==> src/rtl/spi_gpio_regfile.sv <==
module spi_gpio_regfile #(
  parameter logic [3:0] PREFIX      = 4'b0100,
  parameter int         SYNC_STAGES = 2,
  parameter logic [7:0] LAST_REG    = 8'h0A
) (
  input  logic       clk,
  input  logic       rst_n,
  input  logic [2:0] hw_addr,
  input  logic       spi_csn,
  input  logic       spi_sck,
  input  logic       spi_mosi,
  output logic       spi_miso,
  output logic       spi_miso_oe,
  input  logic [7:0] port_in,
  input  logic [7:0] int_flag,
  input  logic [7:0] int_capture,
  output logic [7:0] dir_o,
  output logic [7:0] pol_o,
  output logic [7:0] inten_o,
  output logic [7:0] defval_o,
  output logic [7:0] intctl_o,
  output logic [7:0] cfg_o,
  output logic [7:0] pullup_o,
  output logic [7:0] olat_o
);
  localparam int SEQ_OFF_BIT = 5;
  localparam int HW_EN_BIT   = 3;
  localparam logic [2:0] S_CTRL = 3'd0, S_ADDR = 3'd1, S_WR = 3'd2,
                         S_RD = 3'd3, S_SKIP = 3'd4;

  logic [SYNC_STAGES-1:0] csn_sy, sck_sy, mosi_sy;
  logic sck_d;
  always_ff @(posedge clk or negedge rst_n)
    if (!rst_n) begin
      csn_sy  <= '1;
      sck_sy  <= '0;
      mosi_sy <= '0;
      sck_d   <= 1'b0;
    end else begin
      csn_sy  <= {csn_sy[SYNC_STAGES-2:0], spi_csn};
      sck_sy  <= {sck_sy[SYNC_STAGES-2:0], spi_sck};
      mosi_sy <= {mosi_sy[SYNC_STAGES-2:0], spi_mosi};
      sck_d   <= sck_sy[SYNC_STAGES-1];
    end

  wire cs_hi   = csn_sy[SYNC_STAGES-1];
  wire sck_now = sck_sy[SYNC_STAGES-1];
  wire rise    = !cs_hi && sck_now && !sck_d;
  wire fall    = !cs_hi && !sck_now && sck_d;

  logic [2:0] state, bitcnt;
  logic [6:0] sh;
  logic [7:0] ptr, tx, rdata;
  logic       rd_q;
  wire  [7:0] rx_byte   = {sh, mosi_sy[SYNC_STAGES-1]};
  wire        byte_done = rise && (bitcnt == 3'd7);
  wire        addr_ok   = !cfg_o[HW_EN_BIT] || (rx_byte[3:1] == hw_addr);
  wire [7:0]  next_ptr  = cfg_o[SEQ_OFF_BIT] ? ptr :
                          (ptr >= LAST_REG) ? 8'h00 : ptr + 8'd1;
  wire        wr_en     = byte_done && (state == S_WR);

  always_ff @(posedge clk or negedge rst_n)
    if (!rst_n) begin
      state       <= S_CTRL;
      bitcnt      <= '0;
      sh          <= '0;
      ptr         <= '0;
      rd_q        <= 1'b0;
      tx          <= '0;
      spi_miso    <= 1'b0;
      spi_miso_oe <= 1'b0;
    end else if (cs_hi) begin
      state       <= S_CTRL;
      bitcnt      <= '0;
      spi_miso_oe <= 1'b0;
    end else begin
      if (rise) begin
        sh     <= rx_byte[6:0];
        bitcnt <= bitcnt + 3'd1;
      end
      if (byte_done)
        case (state)
          S_CTRL: begin
            rd_q  <= rx_byte[0];
            state <= (rx_byte[7:4] == PREFIX && addr_ok) ? S_ADDR : S_SKIP;
          end
          S_ADDR: begin
            ptr   <= rx_byte;
            state <= rd_q ? S_RD : S_WR;
          end
          S_WR, S_RD: ptr <= next_ptr;
          default: ;
        endcase
      if (fall && state == S_RD) begin
        spi_miso_oe <= 1'b1;
        if (bitcnt == 3'd0) begin
          spi_miso <= rdata[7];
          tx       <= {rdata[6:0], 1'b0};
        end else begin
          spi_miso <= tx[7];
          tx       <= {tx[6:0], 1'b0};
        end
      end
    end

  always_ff @(posedge clk or negedge rst_n)
    if (!rst_n) begin
      dir_o    <= 8'hFF;
      pol_o    <= '0;
      inten_o  <= '0;
      defval_o <= '0;
      intctl_o <= '0;
      cfg_o    <= '0;
      pullup_o <= '0;
      olat_o   <= '0;
    end else if (wr_en) begin
      case (ptr)
        8'h00: dir_o    <= rx_byte;
        8'h01: pol_o    <= rx_byte;
        8'h02: inten_o  <= rx_byte;
        8'h03: defval_o <= rx_byte;
        8'h04: intctl_o <= rx_byte;
        8'h05: cfg_o    <= rx_byte;
        8'h06: pullup_o <= rx_byte;
        8'h09, 8'h0A: olat_o <= rx_byte;
        default: ;
      endcase
    end

  always_comb
    case (ptr)
      8'h00: rdata = dir_o;
      8'h01: rdata = pol_o;
      8'h02: rdata = inten_o;
      8'h03: rdata = defval_o;
      8'h04: rdata = intctl_o;
      8'h05: rdata = cfg_o;
      8'h06: rdata = pullup_o;
      8'h07: rdata = int_flag;
      8'h08: rdata = int_capture;
      8'h09: rdata = port_in;
      8'h0A: rdata = olat_o;
      default: rdata = 8'h00;
    endcase
endmodule


==> config.mk <==
export PLATFORM = sky130hd
export DESIGN_NAME = spi_gpio_regfile
export DESIGN_NICKNAME = d
export VERILOG_FILES = /design/src/rtl/spi_gpio_regfile.sv
export SDC_FILE = /design/constraint.sdc
export NUM_CORES = 1
export LEC_CHECK = 0
export BUFFER_PORTS_ARGS = -buffer_cell sky130_fd_sc_hd__buf_2
export CORE_MARGIN = 1
export CORE_UTILIZATION = 50
export DETAILED_ROUTE_END_ITERATION = 8
export PLACE_DENSITY_LB_ADDON = 0.1
export SLEW_MARGIN = 10
export SYNTH_ARGS = -nofsm -noshare
export SYNTH_HDL_FRONTEND = slang
export SYNTH_SLANG_ARGS = --single-unit
==> constraint.sdc <==
create_clock -name clk -period 3 [get_ports clk]
set_clock_uncertainty 0.2 [all_clocks]
set_input_delay 0 -clock clk [delete_from_list [all_inputs] [get_ports clk]]
set_output_delay 0 -clock clk [all_outputs]
set_load 0.1 [all_outputs]
==> reports/qor.csv <==
metric;value;unit
status;finished clean;
postRouteAntennaNets;0;
rsz0062_at_grt;false;
cts_hold_buf;9;
ys_warn_count;0;
slew_headroom;0.523;
core;9420;um^2
hold_ws;0.0227;ns
power_density;456;nW/um^2
postSynthAreaPerCell;11.5;um^2
start_kind;register;
num_rows;35;
dp_cells;638;
h-tree-depth;3;
gp_congestion;0.923;
ctsResizeCount;0;
remaining_drc_errors;0;
clk_path_buf_depth;2;
fmax;0.372;GHz
synth.top_cell.area_share;0.466;
cp.arrival;2.73;ns
synth-adder-area-share;0.0177;
dieHeight;101;um
io_pins;98;
p_switching;767;uW
vias_per_cell;6.12;
numCtsBuffers;9;
cts.clk_slew.worst_paths;0.11;ns
cpMaxStageDelayCell;or4_1;
syn-instance-count;429;
synth.area.mux_share;0.177;
r2r.worst_path.cells;4;
switching_share;0.285;
path_max_fanout;9;
vias;4059;
path_delay_family;simple AND/OR/NAND/NOR gates;
grt_pass1_vias;4003;
max_stage_delay;0.71;ns
die_area;10300;um^2
drt_iter0_drc;333;
synth-compound-area-share;0.146;
crit_required;3.04;ns
ys_seq_area_frac;0.519;
drv_slew;0;
finalCriticalPeriod;2.69;ns
yosys.area_share.simple;0.0955;
internal_power;1.92;mW
hpwl;10.1;mm
synth_ff_type;dfrtp_1;
grt_max_degree;56;
post_cts_buffers;0;
ys_top_cells_by_area;dfrtp_1 47%, mux2_2 17%, dfstp_2 5.3%;
power_frac_seq;0.591;
syn_nets;468;
io_buffers;97;
drt_first_pass_iters;5;
hold_depth;5;
synth_edf_count;0;
drv_cap;0;
root_buffer;clkbuf_8;
hp-class;in2reg;
syn_area;4940;um^2
vdd_drop_max;0.000259;V
antennaDiodeCount;0;
cts_tree;built;
grt_use_total;0.292;
finalWirelength;14.1;mm
grt_pass1_wl;22.4;mm
path_buf_inv;0;
drive_gt1_frac;0.404;
synthArstFlopShare;1.00;
antenna_found_initial;0;
crit_chain;or4_1 -> nor2_1 -> nand3_1 -> mux2_2;
fin_setup_tns;0;ns
cts_sinks;102;
start_util;0.525;
areaGrowthSynthToFinish;19.3;%
path_depth;4;
wl_per_cell;21.3;um
endpoint_kind;register;
synth.largest_area_cell;dfrtp_1;
clock_latency;0.36;ns
grt_overflow_total;0;
finalCritPeriodShare;0.897;
worstSetupPathType;reg2reg;
worst_pin_slew;0.716;ns
synthXorXnorAreaFrac;0.00532;
power_frac_clock;0.350;
instances_no_fill;663;
synth_cell_types;50;
fp.dieW;101;um
fin_nets;568;
hold_viol;0;
synth_top_family_by_area;multiplexers;
finalSetupViolations;0;
synth-seq-cells;102;
p_comb_frac;0.058;
power_leakage;2.93;nW
## area by class of cell
type | instances | area (um^2)
tap | 129 | 161
sequential | 102 | 2560
timing repair buffer | 124 | 713
clock buffer | 10 | 138
multi-input combinational | 275 | 2180
inverter | 17 | 63.8
fill | 794 | 3520
clock inverter | 6 | 77.6
## power by group through the flow
| stage | clock (mW) | sequential, mW | combinational (mW) |
|---|---|---|---|
| 2_1_floorplan | 0 | 1.47 | 0.159 |
| 3_3_place_gp | 0 | 1.61 | 0.144 |
| 3_5_place_dp | 0 | 1.62 | 0.149 |
| 4_1_cts | 0.962 | 1.59 | 0.159 |
| 5_1_grt | 1.00 | 1.60 | 0.176 |
| 6_report | 0.943 | 1.59 | 0.157 |
## stage by stage
step                worst slack [ns]  cell area (um^2)  utilization  power (mW)
global placement               0.409              5590        0.594        1.76
detailed placement             0.370              5590        0.594        1.76
floorplan                      0.572              4940            -        1.63
global route                   0.210              5900        0.626        2.78
CTS                            0.337              5900        0.626        2.71
finish                         0.310              5900        0.626        2.69
## cells in the mapped netlist (2+ instances only)
library cell,n
a211oi_1,7
a21oi_1,15
a221oi_1,4
a222oi_1,6
a22o_1,3
a22oi_1,18
a31oi_1,5
a32oi_1,5
and2_1,4
and3_1,6
buf_1,2
buf_2,2
clkbuf_1,31
dfrtp_1,92
dfstp_2,10
ha_1,7
inv_1,17
mux2_2,73
mux2i_1,5
nand2_1,21
nand2b_1,6
nand3_1,15
nand3b_1,2
nor2_1,12
nor2b_1,3
nor3_1,10
nor4_1,2
o211ai_1,4
o21ai_0,6
o221ai_1,3
o22ai_1,10
o32ai_1,2
or3_1,2
xor2_1,3
## worst reg2reg max path: stages (launching register included)
cell     delay (ns)
dfrtp_1        0.43
or4_1          0.71
nor2_1         0.41
nand3_1        0.42
mux2_2         0.40
## sequential cells by signal, summed over array words and instances, names as in the netlist
| register | count |
|---|---|
| cfg_o | 8 |
| defval_o | 8 |
| dir_o | 8 |
| intctl_o | 8 |
| inten_o | 8 |
| olat_o | 8 |
| pol_o | 8 |
| ptr | 8 |
| pullup_o | 8 |
| sh | 7 |
| tx | 7 |
| bitcnt | 3 |
| state | 3 |
| csn_sy | 2 |
| mosi_sy | 2 |
| sck_sy | 2 |
| rd_q | 1 |
| sck_d | 1 |
| spi_miso | 1 |
| spi_miso_oe | 1 |
## final timing paths
check                      slack (ns)                 endpoint            startpoint
max                              0.31  intctl_o[1]$_DFFE_PN0P_    ptr[4]$_DFFE_PN0P_
min                              0.02        tx[6]$_DFFE_PN0P_           int_flag[5]
max reg2reg                      0.31  intctl_o[1]$_DFFE_PN0P_    ptr[4]$_DFFE_PN0P_
min reg2reg                      0.16     mosi_sy[1]$_DFF_PN0_  mosi_sy[0]$_DFF_PN0_
max in group asynchronous        1.76     dir_o[6]$_DFFE_PN1P_                 rst_n
min in group asynchronous        0.05       ptr[0]$_DFFE_PN0P_                 rst_n
## cells by family (layout without fill, tap and decap cells)
group | after synthesis | count (layout)
buffers and inverters | 52 | 157
AOI/OAI and AO/OA | 98 | 98
and+or+nand+nor | 89 | 89
muxes | 78 | 78
DFF | 102 | 102
xor gates and xnor gates | 3 | 3
adders and majority gates | 7 | 7
## layout by cell type (no fill, tap or decap), types with 12 or more instances in the layout
| master | synthesis | final |
|---|---|---|
| buf_2 | 2 | 96 |
| dfrtp_1 | 92 | 92 |
| mux2_2 | 73 | 73 |
| nand2_1 | 21 | 21 |
| buf_4 | 0 | 19 |
| a22oi_1 | 18 | 18 |
| inv_1 | 17 | 17 |
| nand3_1 | 15 | 15 |
| a21oi_1 | 15 | 15 |
| nor2_1 | 12 | 12 |
## metal layers
metal  wire [um]  global-route usage  up-vias
li1            -                   -     1790
met1        6370               0.425     2052
met2        6450               0.437      190
met3         993              0.0552       27
met4         333               0.108        0
met5           0                   0        -
No activity file was read; power rests on OpenSTA's default activity.
